## src/rtl/ldm_pkg.sv

```systemverilog
package ldm_pkg;
  localparam int SYM_W   = 2;
  localparam int NUM_SYM = 1 << SYM_W;

  typedef enum logic [1:0] {
    MODE_NORM    = 2'b00,
    MODE_LONGREF = 2'b01,
    MODE_LZERO   = 2'b10,
    MODE_QUAD    = 2'b11
  } mode_e;

  typedef enum logic [1:0] {
    KIND_DATA  = 2'b00,
    KIND_START = 2'b01,
    KIND_REF   = 2'b10,
    KIND_DATA2 = 2'b11
  } kind_e;

  typedef enum logic [1:0] {
    PH_IDLE = 2'b00,
    PH_ARM  = 2'b01,
    PH_ON   = 2'b10,
    PH_OFF  = 2'b11
  } phase_e;

  function automatic int imax(input int a, input int b);
    return (a > b) ? a : b;
  endfunction
endpackage

```

## src/rtl/ldm_timing.sv

```systemverilog
module ldm_timing
  import ldm_pkg::*;
#(
  parameter int BASE_ON     = 18,
  parameter int NORM_ONE_ON = 50,
  parameter int LZ_ONE_ON   = 40,
  parameter int QUAD_STEP   = 16,
  parameter int REF_ON      = 154,
  parameter int NORM_GAP    = 10,
  parameter int NORM_START  = 15,
  parameter int WIDE_GAP    = 20,
  parameter int WIDE_START  = 31,
  parameter int CNT_W       = 8
) (
  input  mode_e              mode_i,
  input  kind_e              kind_i,
  input  logic [SYM_W-1:0]   val_i,
  output logic [CNT_W-1:0]   on_len_o,
  output logic [CNT_W-1:0]   off_len_o,
  output logic               skip_on_o
);
  localparam logic [CNT_W-1:0] L_BASE   = CNT_W'(BASE_ON);
  localparam logic [CNT_W-1:0] L_N1     = CNT_W'(NORM_ONE_ON);
  localparam logic [CNT_W-1:0] L_LZ1    = CNT_W'(LZ_ONE_ON);
  localparam logic [CNT_W-1:0] L_REF    = CNT_W'(REF_ON);
  localparam logic [CNT_W-1:0] L_NGAP   = CNT_W'(NORM_GAP);
  localparam logic [CNT_W-1:0] L_NSTART = CNT_W'(NORM_START);
  localparam logic [CNT_W-1:0] L_WGAP   = CNT_W'(WIDE_GAP);
  localparam logic [CNT_W-1:0] L_WSTART = CNT_W'(WIDE_START);

  // one-of-four on-times, evenly stepped from the base width
  logic [CNT_W-1:0] quad_on [NUM_SYM];
  for (genvar g = 0; g < NUM_SYM; g++) begin : g_quad
    assign quad_on[g] = CNT_W'(BASE_ON + g * QUAD_STEP);
  end

  logic wide;
  assign wide = (mode_i == MODE_LZERO) || (mode_i == MODE_QUAD);

  always_comb begin
    skip_on_o = 1'b0;
    on_len_o  = L_BASE;
    off_len_o = wide ? L_WGAP : L_NGAP;
    case (kind_i)
      KIND_START: begin
        skip_on_o = 1'b1;
        off_len_o = wide ? L_WSTART : L_NSTART;
      end
      KIND_REF: begin
        on_len_o  = L_REF;
        off_len_o = L_NGAP;
      end
      default: begin
        case (mode_i)
          MODE_LZERO: on_len_o = val_i[0] ? L_LZ1 : L_BASE;
          MODE_QUAD:  on_len_o = quad_on[val_i];
          default:    on_len_o = val_i[0] ? L_N1 : L_BASE;
        endcase
      end
    endcase
  end
endmodule

```

## src/rtl/ldm_seq.sv

```systemverilog
module ldm_seq
  import ldm_pkg::*;
#(
  parameter int CNT_W = 8
) (
  input  logic             clk_i,
  input  logic             rst_ni,
  input  logic             tick_i,
  input  logic             go_i,
  input  logic             skip_on_i,
  input  logic [CNT_W-1:0] on_len_i,
  input  logic [CNT_W-1:0] off_len_i,
  output logic             carrier_o,
  output logic             busy_o
);
  localparam logic [CNT_W-1:0] ONE = CNT_W'(1);

  phase_e           phase_q;
  logic [CNT_W-1:0] cnt_q;
  logic             carrier_q;

  always_ff @(posedge clk_i or negedge rst_ni) begin
    if (!rst_ni) begin
      phase_q   <= PH_IDLE;
      cnt_q     <= '0;
      carrier_q <= 1'b1;
    end else begin
      case (phase_q)
        PH_IDLE: if (go_i) phase_q <= PH_ARM;
        PH_ARM: if (tick_i) begin
          if (skip_on_i) begin
            carrier_q <= 1'b0;
            cnt_q     <= off_len_i;
            phase_q   <= PH_OFF;
          end else begin
            carrier_q <= 1'b1;
            cnt_q     <= on_len_i;
            phase_q   <= PH_ON;
          end
        end
        PH_ON: if (tick_i) begin
          if (cnt_q == ONE) begin
            carrier_q <= 1'b0;
            cnt_q     <= off_len_i;
            phase_q   <= PH_OFF;
          end else begin
            cnt_q <= cnt_q - ONE;
          end
        end
        PH_OFF: if (tick_i) begin
          if (cnt_q == ONE) begin
            carrier_q <= 1'b1;
            cnt_q     <= '0;
            phase_q   <= PH_IDLE;
          end else begin
            cnt_q <= cnt_q - ONE;
          end
        end
        default: phase_q <= PH_IDLE;
      endcase
    end
  end

  assign carrier_o = carrier_q;
  assign busy_o    = (phase_q != PH_IDLE);

  // carrier moves only on tick edges
  p_tick_only_r3: assert property (@(posedge clk_i) disable iff (!rst_ni)
    !tick_i |=> $stable(carrier_o));
  // no carrier drop before the first tick of an item
  p_arm_high_r3: assert property (@(posedge clk_i) disable iff (!rst_ni)
    (phase_q == PH_ARM) |-> carrier_o);
  // timed phases never hold an exhausted count
  p_cnt_live_r2: assert property (@(posedge clk_i) disable iff (!rst_ni)
    (phase_q == PH_ON || phase_q == PH_OFF) |-> (cnt_q != '0));
  // a falling edge comes only from an on-phase or an armed item
  p_fall_src_r4: assert property (@(posedge clk_i) disable iff (!rst_ni)
    $fell(carrier_o) |-> ($past(phase_q) == PH_ON || $past(phase_q) == PH_ARM));
endmodule

```

## src/rtl/ldm_modulator.sv

```systemverilog
module ldm_modulator
  import ldm_pkg::*;
#(
  parameter int BASE_ON     = 18,
  parameter int NORM_ONE_ON = 50,
  parameter int LZ_ONE_ON   = 40,
  parameter int QUAD_STEP   = 16,
  parameter int REF_ON      = 154,
  parameter int NORM_GAP    = 10,
  parameter int NORM_START  = 15,
  parameter int WIDE_GAP    = 20,
  parameter int WIDE_START  = 31
) (
  input  logic       clk_i,
  input  logic       rst_ni,
  input  logic       tick_i,
  input  logic [1:0] mode_i,
  input  logic [1:0] kind_i,
  input  logic [1:0] sym_val_i,
  input  logic       sym_valid_i,
  output logic       sym_ready_o,
  output logic       carrier_o
);
  localparam int MAX_LEN = imax(imax(imax(REF_ON, BASE_ON + (NUM_SYM - 1) * QUAD_STEP),
                                     imax(NORM_ONE_ON, LZ_ONE_ON)),
                                imax(imax(NORM_GAP, NORM_START), imax(WIDE_GAP, WIDE_START)));
  localparam int CNT_W = $clog2(MAX_LEN + 1);

  mode_e            mode_q;
  kind_e            kind_q;
  logic [SYM_W-1:0] val_q;
  logic             accept, busy;
  logic [CNT_W-1:0] on_len, off_len;
  logic             skip_on;

  assign accept      = sym_valid_i && sym_ready_o;
  assign sym_ready_o = !busy;

  always_ff @(posedge clk_i or negedge rst_ni) begin
    if (!rst_ni) begin
      mode_q <= MODE_NORM;
      kind_q <= KIND_DATA;
      val_q  <= '0;
    end else if (accept) begin
      mode_q <= mode_e'(mode_i);
      kind_q <= kind_e'(kind_i);
      val_q  <= sym_val_i;
    end
  end

  ldm_timing #(
    .BASE_ON(BASE_ON), .NORM_ONE_ON(NORM_ONE_ON), .LZ_ONE_ON(LZ_ONE_ON),
    .QUAD_STEP(QUAD_STEP), .REF_ON(REF_ON), .NORM_GAP(NORM_GAP),
    .NORM_START(NORM_START), .WIDE_GAP(WIDE_GAP), .WIDE_START(WIDE_START),
    .CNT_W(CNT_W)
  ) u_timing (
    .mode_i(mode_q), .kind_i(kind_q), .val_i(val_q),
    .on_len_o(on_len), .off_len_o(off_len), .skip_on_o(skip_on)
  );

  ldm_seq #(.CNT_W(CNT_W)) u_seq (
    .clk_i(clk_i), .rst_ni(rst_ni), .tick_i(tick_i), .go_i(accept),
    .skip_on_i(skip_on), .on_len_i(on_len), .off_len_i(off_len),
    .carrier_o(carrier_o), .busy_o(busy)
  );

  // tag stays powered while idle
  p_idle_high_r1: assert property (@(posedge clk_i) disable iff (!rst_ni)
    sym_ready_o |-> carrier_o);
  // acceptance closes the handshake
  p_ready_drop_r2: assert property (@(posedge clk_i) disable iff (!rst_ni)
    (sym_valid_i && sym_ready_o) |=> !sym_ready_o);
  // captured command frozen during an item
  p_hold_cmd_r11: assert property (@(posedge clk_i) disable iff (!rst_ni)
    !sym_ready_o |=> ($stable(mode_q) && $stable(kind_q) && $stable(val_q)));
endmodule

```

## config.mk

```make
export PLATFORM = sky130hd
export DESIGN_NAME = ldm_modulator
export DESIGN_NICKNAME = d
export VERILOG_FILES = /design/src/rtl/ldm_pkg.sv /design/src/rtl/ldm_timing.sv /design/src/rtl/ldm_seq.sv /design/src/rtl/ldm_modulator.sv
export SDC_FILE = /design/constraint.sdc
export NUM_CORES = 1
export LEC_CHECK = 0
export BUFFER_PORTS_ARGS = -buffer_cell sky130_fd_sc_hd__buf_2
export CAP_MARGIN = 5
export CORE_MARGIN = 4
export CORE_UTILIZATION = 45
export DETAILED_ROUTE_END_ITERATION = 16
export GPL_TIMING_DRIVEN = 0
export SYNTH_ARGS = -nofsm -noshare
export SYNTH_HDL_FRONTEND = slang
export SYNTH_HIERARCHICAL = 1
export SYNTH_SLANG_ARGS = --single-unit
```

## constraint.sdc

```tcl
create_clock -name clk_i -period 2.45 [get_ports clk_i]
set_input_delay 0.49 -clock clk_i [delete_from_list [all_inputs] [get_ports clk_i]]
set_output_delay 0.49 -clock clk_i [all_outputs]
set_load 0.005 [all_outputs]
```

# Word-level counts from Yosys, hierarchy flattened
# Index checks and enable logic that the tools add are counted.
[totals]
latch_bits = 0
rom_bits = 0
elab_cells = 65
ff_bits = 17
in_bits = 10
mem_count = 0
out_inout_bits = 2
mem_bits_rw = 0
[classes]
reduce_logical = 9
eq_ne = 14
n_shift = 0
div = 0
multipliers = 0
bitwise_logic = 1
add_sub_neg = 1
muxes = 33
n_lt_le_gt_ge = 1
[op_table]
columns = ["cell", "count"]
rows = [
  ["$mux W8", 8],
  ["$pmux W8 S2", 3],
  ["$pmux W8 S3", 1],
  ["$bmux W8 S2", 1],
  ["$mux W2", 6],
  ["$mux W6", 2],
  ["$reduce_and A6 Y1", 2],
  ["$eq A2 B2 Y1 const B", 5],
  ["$mux W5", 2],
  ["$eq A8 B1 Y1 const B", 1],
  ["$mux W1", 8],
  ["$ne A2 B2 Y1 const B", 4],
  ["$pmux W2 S4", 1],
  ["$sub A8 B1 Y8 const B", 1],
  ["$eq A2 B1 Y1 const B", 2],
  ["$ne A2 B1 Y1 const B", 2],
  ["$reduce_and A4 Y1", 1],
  ["$ge A3 B3 Y1 const B", 1],
  ["$not A2 Y3", 1],
  ["$pmux W1 S3", 1],
  ["$reduce_bool A3 Y1", 1],
  ["$logic_not A2 Y1", 1],
  ["$reduce_bool A2 Y1", 1],
  ["$logic_and A1 B1 Y1", 1],
  ["2 further kinds", 2],
]

# Depth between registers and ports, before layout
# Gate-level depths: netlist of run 1.
[depth]
word_depth = 9
mapped_depth = 8
ltp_nobuf = 8

# Cells and area by module
# The synthesis of run 1 kept the hierarchy.
[modules_own_cells]
columns = ["mod", "area_each_um2", "instances", "seq_area_each_um2", "cells_each"]
rows = [
  ["ldm_seq", 1017.2, 1, 276.5, 116],
  ["ldm_modulator", 261.5, 1, 150.1, 15],
  ["ldm_timing", 231.5, 1, 0.0, 32],
]

# Worst setup path before layout of run 1
# No wires, ideal clock.
[synth_path]
kind = "register to register"
from = "register u_seq.phase_q[0]"
to = "register u_seq.cnt_q[4]"
setup_time_ns = 0.087
path_stages_with_launch = 9
t_arrival_ns = 1.829
required_time_ns = 2.363
setup_slack_ns = 0.534
period_less_slack_ns = 1.916
n_path_buf = 2
path_cell_list = "dfrtp_1 -> inv_1 -> ha_1 -> clkbuf_1 -> nor3_1 -> o21ba_2 -> clkbuf_1 -> nand3_1 -> o211ai_1"
[synth_between]
elab_chain_len = 3
elab_cells_between_ends = 9
cone_classes = "6 x eq/ne; 1 x mux; 2 x reduce/logical"
[synth_lines]
columns = ["item", "line", "rtl"]
rows = [
  ["from (decl)", "ldm_seq.sv:18", "phase_e phase_q;"],
  ["from (signal assigned)", "ldm_seq.sv:24", "phase_q <= PH_IDLE;"],
  ["from (signal assigned)", "ldm_seq.sv:29", "PH_IDLE: if (go_i) phase_q <= PH_ARM;"],
  ["from (signal assigned)", "ldm_seq.sv:34", "phase_q <= PH_OFF;"],
  ["$eq A2 B2 Y1 / $eq A2 B1 Y1 (equally long branches)", "ldm_seq.sv:28", "case (phase_q)"],
  ["$ne A2 B2 Y1 (no line) / $reduce_bool A3 Y1 (equally long branches)", "n/a", ""],
  ["$reduce_and A4 Y1 (no line)", "n/a", ""],
  ["to (signal assigned)", "ldm_seq.sv:33", "cnt_q <= off_len_i;"],
  ["to (signal assigned)", "ldm_seq.sv:37", "cnt_q <= on_len_i;"],
  ["to (signal assigned)", "ldm_seq.sv:44", "cnt_q <= off_len_i;"],
  ["to (decl)", "ldm_seq.sv:19", "logic [CNT_W-1:0] cnt_q;"],
]
# Parallel ways exist; a longest one is shown, timed or not.
# A chain may end at the register's enable or synchronous reset.

# Final worst setup path of run 1
[layout_path]
from = "register u_seq.phase_q[0]"
to = "register u_seq.phase_q[1]"
[layout_between]
elab_chain_len = 5
elab_cells_between_ends = 15
cone_classes = "9 x eq/ne; 1 x mux; 5 x reduce/logical"
[layout_lines]
columns = ["item", "line", "rtl"]
rows = [
  ["$reduce_bool A2 Y1", "ldm_seq.sv:65", "assign busy_o = (phase_q != PH_IDLE);"],
  ["$logic_not A1 Y1", "ldm_modulator.sv:37", "assign sym_ready_o = !busy;"],
  ["$logic_and A1 B1 Y1", "ldm_modulator.sv:36", "assign accept = sym_valid_i && sym_ready_o;"],
  ["$ne A2 B2 Y1 (no line)", "n/a", ""],
  ["$reduce_and A6 Y1 (no line)", "n/a", ""],
]
# Parallel ways exist; a longest one is shown, timed or not.

==> results of run 1 <==
==> report_power, final <==
| part | total (mW) | switching (mW) | internal (mW) | leakage (nW) |
|---|---|---|---|---|
| clock | 0.160 | 0.0967 | 0.0633 | 0.0150 |
| sequential | 0.608 | 0.174 | 0.434 | 0.201 |
| combinational | 1.66 | 0.892 | 0.764 | 0.537 |
==> cell families (layout without fill, tap and decap cells) <==
family | count (synthesis) | in the layout | share of synthesized area
buffers and inverters | 29 | 44 | 0.102
and+or+nand+nor | 39 | 39 | 0.138
xor gates and xnor gates | 1 | 1 | 0.00580
muxes | 15 | 15 | 0.122
adders and majority gates | 12 | 12 | 0.0994
other | 1 | 5 | 0.00248
AOI/OAI and AO/OA | 49 | 49 | 0.248
DFF | 17 | 17 | 0.283
==> layer usage <==
layer,vias up,global-route usage,share of wire
met5,-,0,0
met4,0,0.0558,0.0053
met3,2,0.0272,0.031
met2,15,0.293,0.48
met1,618,0.230,0.48
li1,627,-,-
==> cell type report <==
class                   count  area, um2  share of cell area
well taps                  44       55.1              0.0329
inverters                  14       52.6              0.0314
plain buffers              15        104              0.0620
clock buffers               4       26.3              0.0157
flip-flops and latches     17        427               0.255
multi-input cells         121        955               0.570
repair buffers             11       55.1              0.0329
==> worst paths after layout <==
| kind | startpoint | end | slack, ps | cells past startpoint |
|---|---|---|---|---|
| setup / recovery | u_seq/phase_q[0] | u_seq/phase_q[1] | 280 | 7 |
| hold / removal | rst_ni | u_seq/cnt_q[7] | 110 | 1 |
| setup reg to reg | u_seq/phase_q[0] | u_seq/phase_q[1] | 280 | 7 |
| hold reg to reg | u_seq/carrier_o | u_seq/carrier_o | 520 | 2 |
| max in group asynchronous | rst_ni | u_seq/carrier_o | 2010 | 1 |
| min in group clk_i | mode_i[1] | mode_q[1] | 410 | 2 |
==> cell usage in the layout, fill, tap and decap left out, types with 2 or more instances in the layout <==
cell / instances
sky130_fd_sc_hd__clkbuf_2: 2
sky130_fd_sc_hd__o22ai_1: 2
sky130_fd_sc_hd__inv_1: 14
sky130_fd_sc_hd__dfrtp_1: 16
sky130_fd_sc_hd__o211ai_1: 4
sky130_fd_sc_hd__a2bb2oi_1: 2
sky130_fd_sc_hd__a22o_1: 4
sky130_fd_sc_hd__nand2_1: 4
sky130_fd_sc_hd__o21a_1: 2
sky130_fd_sc_hd__clkbuf_1: 2
sky130_fd_sc_hd__a21boi_0: 2
sky130_fd_sc_hd__nor2b_1: 3
sky130_fd_sc_hd__ha_1: 12
sky130_fd_sc_hd__mux2_4: 6
sky130_fd_sc_hd__a31oi_1: 6
sky130_fd_sc_hd__o21ai_1: 4
sky130_fd_sc_hd__mux2i_1: 6
sky130_fd_sc_hd__a21oi_1: 5
sky130_fd_sc_hd__nand3_1: 2
sky130_fd_sc_hd__mux2_2: 3
sky130_fd_sc_hd__nor2_1: 12
sky130_fd_sc_hd__o21ai_0: 4
sky130_fd_sc_hd__o21bai_1: 2
sky130_fd_sc_hd__nor3_1: 4
sky130_fd_sc_hd__conb_1: 5
sky130_fd_sc_hd__nand4_1: 2
sky130_fd_sc_hd__buf_4: 7
sky130_fd_sc_hd__o32a_1: 2
sky130_fd_sc_hd__buf_6: 2
sky130_fd_sc_hd__clkbuf_4: 3
sky130_fd_sc_hd__buf_2: 14
==> through the flow <==
step           power, mW  worst slack [ps]
3_3_place_gp        2.19               171
2_1_floorplan       1.88               534
4_1_cts             2.41              39.4
5_1_grt             2.65               119
6_report            2.42               278
3_5_place_dp        2.24              79.3
==> sequential cells by signal (all words and copies together) (netlist names) <==
register / cells
u_seq/carrier_o: 1
val_q: 2
mode_q: 2
u_seq/phase_q: 2
kind_q: 2
u_seq/cnt_q: 8
==> timing repair <==
| item | in CTS | in global routing |
|---|---|---|
| endpoints found under the hold margin | 0 | 0 |
| endpoints found under the setup margin | 0 | 9 |
| resized for setup | 0 | 6 |
| hold buffers | 0 | 0 |
==> critical path, stage by stage, from the launching register on <==
cell,delay (ps)
sky130_fd_sc_hd__dfrtp_1,440
sky130_fd_sc_hd__inv_1,120
sky130_fd_sc_hd__ha_1,220
sky130_fd_sc_hd__clkbuf_2,220
sky130_fd_sc_hd__nor2_1,320
sky130_fd_sc_hd__a21oi_1,150
sky130_fd_sc_hd__nor2_1,240
sky130_fd_sc_hd__mux2_2,350
==> impl_results.rst, run 1 <==
.. list-table::
   :header-rows: 1

   * - Metric
     - Value
   * - Outcome
     - finished, final reports clean
   * - Clock latency on the worst-skew pair
     - 300 ps
   * - Number of filler cells placed in the layout
     - 287
   * - Max-Cap Viols
     - 0
   * - Initial antenna violation count
     - 0
   * - Final worst clock skew
     - 8.47 ps
   * - RePlAce Congestion
     - 0.828
   * - Setup Crit Path Kind
     - flop to flop
   * - Cell type with the largest total area after synthesis
     - sky130_fd_sc_hd__dfrtp_1
   * - Final max-slew violation count
     - 0
   * - Type of the worst min-delay path
     - input pin to async pin
   * - Slew margin rel.
     - 0.612
   * - Area of all placed cells without fillers
     - between 0.0015 and 0.002 mm2
   * - DP Cell Count
     - roughly 220
   * - Root buffer selected by CTS
     - sky130_fd_sc_hd__clkbuf_4
   * - Max frequency
     - 460 MHz
   * - TritonCTS clock tree
     - done
   * - Mapped cell area
     - 0.00151 mm2
   * - Maximum clock path buffer count
     - 2
   * - Number of vias after detailed routing
     - 1262
   * - Std-Cell Core Area
     - about 0.0031 mm2
   * - Post-CTS setup buffer count
     - 0
   * - Number of global-route vias before repair
     - 1263
   * - Flops & latches, synth
     - 17
   * - Post-synthesis cell count
     - 163
   * - Standard cell area after detailed placement
     - 0.00164 mm2
   * - # DRC
     - 0
   * - Cell variety after synth
     - 51
   * - Endpoint required time on the critical path
     - 2640 ps
   * - Detailed-placement wirelength estimate
     - ~2600 um
   * - Final hold viol count
     - 0
   * - Biggest fanout along the worst timing path
     - 10
   * - I/O Buffers
     - 11
   * - Leading cell types by count after synthesis
     - sky130_fd_sc_hd__dfrtp_1 (16), sky130_fd_sc_hd__inv_1 (14), sky130_fd_sc_hd__ha_1 (12), sky130_fd_sc_hd__nor2_1 (12), sky130_fd_sc_hd__buf_4 (7)
   * - Data arrival time of the critical path
     - between 2000 and 2500 ps
   * - Via density per instance
     - roughly 5.6
   * - Overflow left after global routing
     - 0
   * - Worst IR Drop VDD
     - 0.705 mV
   * - RSZ-0062 raised after global routing
     - no
   * - Library cell with the highest instance count after synthesis
     - sky130_fd_sc_hd__dfrtp_1
   * - I/O pin total
     - 12
   * - Yosys Warn Count
     - 6
   * - Effective utilization at floorplan
     - 0.483
   * - Share of the core filled with cells in the final layout
     - 0.535
   * - Drt wl/cell
     - ~15 um
   * - Detail Route Antenna Nets
     - 0
   * - Count of standard-cell rows
     - 20
   * - Wire length of the first global-routing pass
     - around 5900 um
   * - Floorplan die height
     - 65.9 um
   * - Post-Syn Area per Cell
     - 9.27 um2
   * - # diodes
     - 0
   * - Clock tree sinks
     - 17
   * - CP startpoint kind
     - flop
   * - Final worst path period share
     - 0.887
   * - Number of enable flip-flop cells after synthesis
     - 0
   * - Min Hold Slack
     - 107 ps
   * - Number of search-and-repair iterations in the first detailed-routing pass
     - 4
   * - Chip Width
     - 65.9 um
   * - Die area
     - ~0.0043 mm2
   * - Post-route minimum period
     - 2170 ps
   * - Reported leakage power
     - 0.753 nW
   * - Pin count of the biggest net entering global routing
     - 18
   * - Final standard cell count with taps included and fillers excluded
     - 226
   * - Transition at the pin with the smallest max-transition slack
     - 577 ps
   * - Share of cells above drive strength 1
     - 0.269
   * - Overall fraction of global-route tracks in use
     - 0.175
   * - Initial DRC Count
     - 78
   * - Most area-consuming cells after synthesis
     - sky130_fd_sc_hd__dfrtp_1 (27%), sky130_fd_sc_hd__ha_1 (9.9%), sky130_fd_sc_hd__mux2_4 (6.0%)
   * - Total Nets Final
     - 205
   * - Post-route setup TNS
     - 0 ps
   * - CTS clock-pin slew for the worst setup and hold paths
     - between 100 and 150 ps
   * - Routed wire length
     - 3400 um
   * - Seq/Total Area, Yosys
     - 0.283
   * - Total CTS buffers
     - 3
   * - Total power per unit cell area
     - 1450 mW/mm2
   * - Area share of the largest cell type after synthesis
     - 0.265
   * - Number of setup violations in the final report
     - 0
   * - Worst setup EP type
     - flop
   * - Synthesis-to-finish area growth
     - 10.9%
   * - Ys async rst share
     - 1.00
   * - H-tree depth
     - 1
   * - Ys flop type
     - sky130_fd_sc_hd__dfrtp_1
Power figures use the tool's default switching activity.
==> inputs of run 2 (changes only) <==
- CTS_BUF_LIST: not set -> sky130_fd_sc_hd__clkbuf_16
==> run 2 against run 1 <==
  * Via count about the same
  * Core utilization up 1.5 points
  * Combinational power about the same
  * Sequential cell count unchanged
  * Design area is 2.8% higher
  * Clock skew shrank 3.6 ps
  * Sequential share of layout area shrank 0.70 points
  * Hold slack improved by 56 ps
  * First-iteration DRC count increased by 9.0%
  * Global-route usage about the same
  * Wire length is 1.8% higher
  * Critical path type unchanged
  * Largest power group unchanged
  * Highest routed layer unchanged
==> impl_results.rst, run 2 (same netlist as run 1, synthesis figures left out) <==
.. list-table::
   :header-rows: 1

   * - Metric
     - Value
   * - Reported leakage power
     - 0.779 nW (+3.4%)
   * - Max-Cap Viols
     - 0 (unchanged)
   * - Share of the core filled with cells in the final layout
     - 0.550 (+0.0152)
   * - Crit-path cells
     - inv_1 > ha_1 > nor3b_1 > a21oi_1 > nor2_1 > mux2_2
   * - Count of standard-cell rows
     - 20 (unchanged)
   * - Int Power
     - 1.42 mW (+12%)
   * - Most flop-heavy register
     - u_seq/cnt_q
   * - Number of vias after detailed routing
     - 1261 (-0.079%)
   * - Worst setup EP type
     - flop
   * - I/O Buffers
     - 11 (unchanged)
   * - Final hold viol count
     - 0 (unchanged)
   * - Std-Cell Core Area
     - 0.00313 mm2 (unchanged)
   * - Share of total power in sequential cells
     - 0.234 (-0.017)
   * - Routed wire length
     - 3460 um (+1.8%)
   * - Clock latency on the worst-skew pair
     - 250 ps (-50 ps)
   * - Detail Route Antenna Nets
     - 0 (unchanged)
   * - Post-CTS setup buffer count
     - 0 (unchanged)
   * - Final max-slew violation count
     - 0 (unchanged)
   * - Worst reg2reg startpoint
     - u_seq/cnt_q[1]
   * - Transition at the pin with the smallest max-transition slack
     - 610 ps (+32.2 ps)
   * - Pin count of the biggest net entering global routing
     - 18 (unchanged)
   * - Total CTS buffers
     - 3 (unchanged)
   * - I/O pin total
     - 12 (unchanged)
   * - # DRC
     - 0 (unchanged)
   * - Setup Crit Path Kind
     - flop to flop
   * - Number of global-route vias before repair
     - 1258 (-0.40%)
   * - Initial antenna violation count
     - 0 (unchanged)
   * - Worst IR Drop VDD
     - 0.729 mV (+3.5%)
   * - Detailed-placement wirelength estimate
     - 2550 um (unchanged)
   * - Max reg flops
     - 8 (unchanged)
   * - Critical register-to-register path endpoint
     - u_seq/phase_q[1]
   * - Max frequency
     - 442 MHz (-4.0%)
   * - Worst R2R Setup Slack
     - 190 ps (-90 ps)
   * - Worst reg2reg path depth
     - 6 (-1)
   * - Most common cell after layout, fill and taps aside
     - sky130_fd_sc_hd__dfrtp_1
   * - Initial DRC Count
     - 85 (+9.0%)
   * - Number of setup violations in the final report
     - 0 (unchanged)
   * - Cell type of the slowest stage on the worst timing path
     - sky130_fd_sc_hd__nor3b_1
   * - Overall power
     - 2.61 mW (+7.6%)
   * - Die area
     - 0.00435 mm2 (unchanged)
   * - Wire length of the first global-routing pass
     - 5930 um (+1.1%)
   * - Switching share of power
     - 0.457 (-0.0226)
   * - Clock tree sinks
     - 17 (unchanged)
   * - Post-route minimum period
     - 2260 ps (+91.3 ps)
   * - Overall fraction of global-route tracks in use
     - 0.175 (+0.000356)
   * - Share of cells above drive strength 1
     - 0.264 (-0.00549)
   * - Number of search-and-repair iterations in the first detailed-routing pass
     - 4 (unchanged)
   * - H-tree depth
     - 1 (unchanged)
   * - Data arrival time of the critical path
     - 2400 ps (+40 ps)
   * - Synthesis-to-finish area growth
     - 14.0%
   * - RePlAce Congestion
     - 0.828 (unchanged)
   * - TritonCTS clock tree
     - done
   * - Crit-path max cell delay
     - 540 ps (+100 ps)
   * - RSZ-0062 raised after global routing
     - no
   * - Type of the worst min-delay path
     - input pin to async pin
   * - Combinational group share of total power
     - 0.638 (-0.045)
   * - Drt wl/cell
     - 15.3 um (+1.8%)
   * - Root buffer selected by CTS
     - sky130_fd_sc_hd__clkbuf_16
   * - CTS clock-pin slew for the worst setup and hold paths
     - 60 ps (-50 ps)
   * - Commonest cells after routing, fill and taps aside
     - sky130_fd_sc_hd__dfrtp_1 (16), sky130_fd_sc_hd__inv_1 (15), sky130_fd_sc_hd__buf_2 (14)
   * - Area of all placed cells without fillers
     - 0.00172 mm2 (+2.8%)
   * - Clock network fraction of design power
     - 0.128 (+0.062)
   * - Total Nets Final
     - 205 (unchanged)
   * - Chip Width
     - 65.9 um (unchanged)
   * - Slew margin rel.
     - 0.593 (-0.0191)
   * - # diodes
     - 0 (unchanged)
   * - Final worst path period share
     - 0.924 (+0.0373)
   * - Floorplan die height
     - 65.9 um (unchanged)
   * - Endpoint required time on the critical path
     - 2580 ps (-60 ps)
   * - Outcome
     - finished, final reports clean
   * - Maximum clock path buffer count
     - 2 (unchanged)
   * - Standard cell area after detailed placement
     - 0.00164 mm2 (unchanged)
   * - Overflow left after global routing
     - 0 (unchanged)
   * - Switching component of the power
     - 1.19 mW (+2.6%)
   * - Biggest fanout along the worst timing path
     - 5 (-5)
   * - CP startpoint kind
     - flop
   * - Via density per instance
     - 5.58 (about the same)
   * - Final worst clock skew
     - 4.86 ps (-3.62 ps)
   * - Total power per unit cell area
     - 1520 mW/mm2 (+4.7%)
   * - Effective utilization at floorplan
     - 0.483 (unchanged)
   * - Post-route setup TNS
     - 0 ps (unchanged)
[run 2: layout make-up]
| type | count | area, um2 |
|---|---|---|
| inverters | 14 | 52.6 |
| plain buffers | 15 | 104 |
| well taps | 44 | 55.1 |
| repair buffers | 11 | 55.1 |
| clock buffers | 3 | 75.1 |
| multi-input cells | 121 | 950 |
| flip-flops and latches | 17 | 427 |
| fillers | 281 | 1410 |
| clock inverters | 1 | 3.75 |
[run 2: worst max path at each step]
stage / slack, ps / start / end / cells after the start
after detailed placement: 80 / u_seq/phase_q[0] / u_seq/cnt_q[4] / 8
after CTS: 50 / u_seq/phase_q[0] / u_seq/cnt_q[4] / 8
after global placement: 170 / u_seq/phase_q[0] / u_seq/cnt_q[4] / 8
final: 190 / u_seq/cnt_q[1] / u_seq/phase_q[1] / 6
after global routing: 1 / u_seq/cnt_q[1] / u_seq/phase_q[1] / 6
after floorplan: 530 / u_seq/phase_q[0] / u_seq/cnt_q[4] / 8
[run 2: worst max-delay path: cells and delay by family (launching register included)]
| family | cells | cell delay [ps] |
|---|---|---|
| simple gates | 2 | 780 |
| flops | 1 | 410 |
| mux | 1 | 360 |
| compound gates | 1 | 270 |
| fa+ha+maj | 1 | 230 |
| buf+inv | 1 | 100 |
[run 2: stage by stage]
| stage | hold slack [ps] | std cells | setup WS, ps |
|---|---|---|---|
| floorplan | 194 | 167 | 534 |
| global placement | 449 | 222 | 171 |
| detailed placement | 453 | 222 | 79.3 |
| CTS | 184 | 226 | 46.0 |
| global route | 203 | 226 | 1.40 |
| finish | 163 | 226 | 187 |
[run 2: per-layer routing]
layer  part of all wire  GRT usage
met1               0.48      0.232
met2               0.49      0.300
met3              0.031     0.0306
met4             0.0069     0.0330
met5                  0          0
[run 2: power by group through the flow]
stage	clock network, mW	registers [mW]	logic (mW)
6_report	0.334	0.612	1.66
5_1_grt	0.352	0.633	1.84
4_1_cts	0.339	0.609	1.64
3_5_place_dp	0	0.614	1.62
3_3_place_gp	0	0.606	1.59
2_1_floorplan	0	0.567	1.31
[run 2: repair_timing]
item / CTS / global route
hold buffers: 0 / 0
endpoints found under the setup margin: 0 / 9
gates resized for setup: 0 / 5
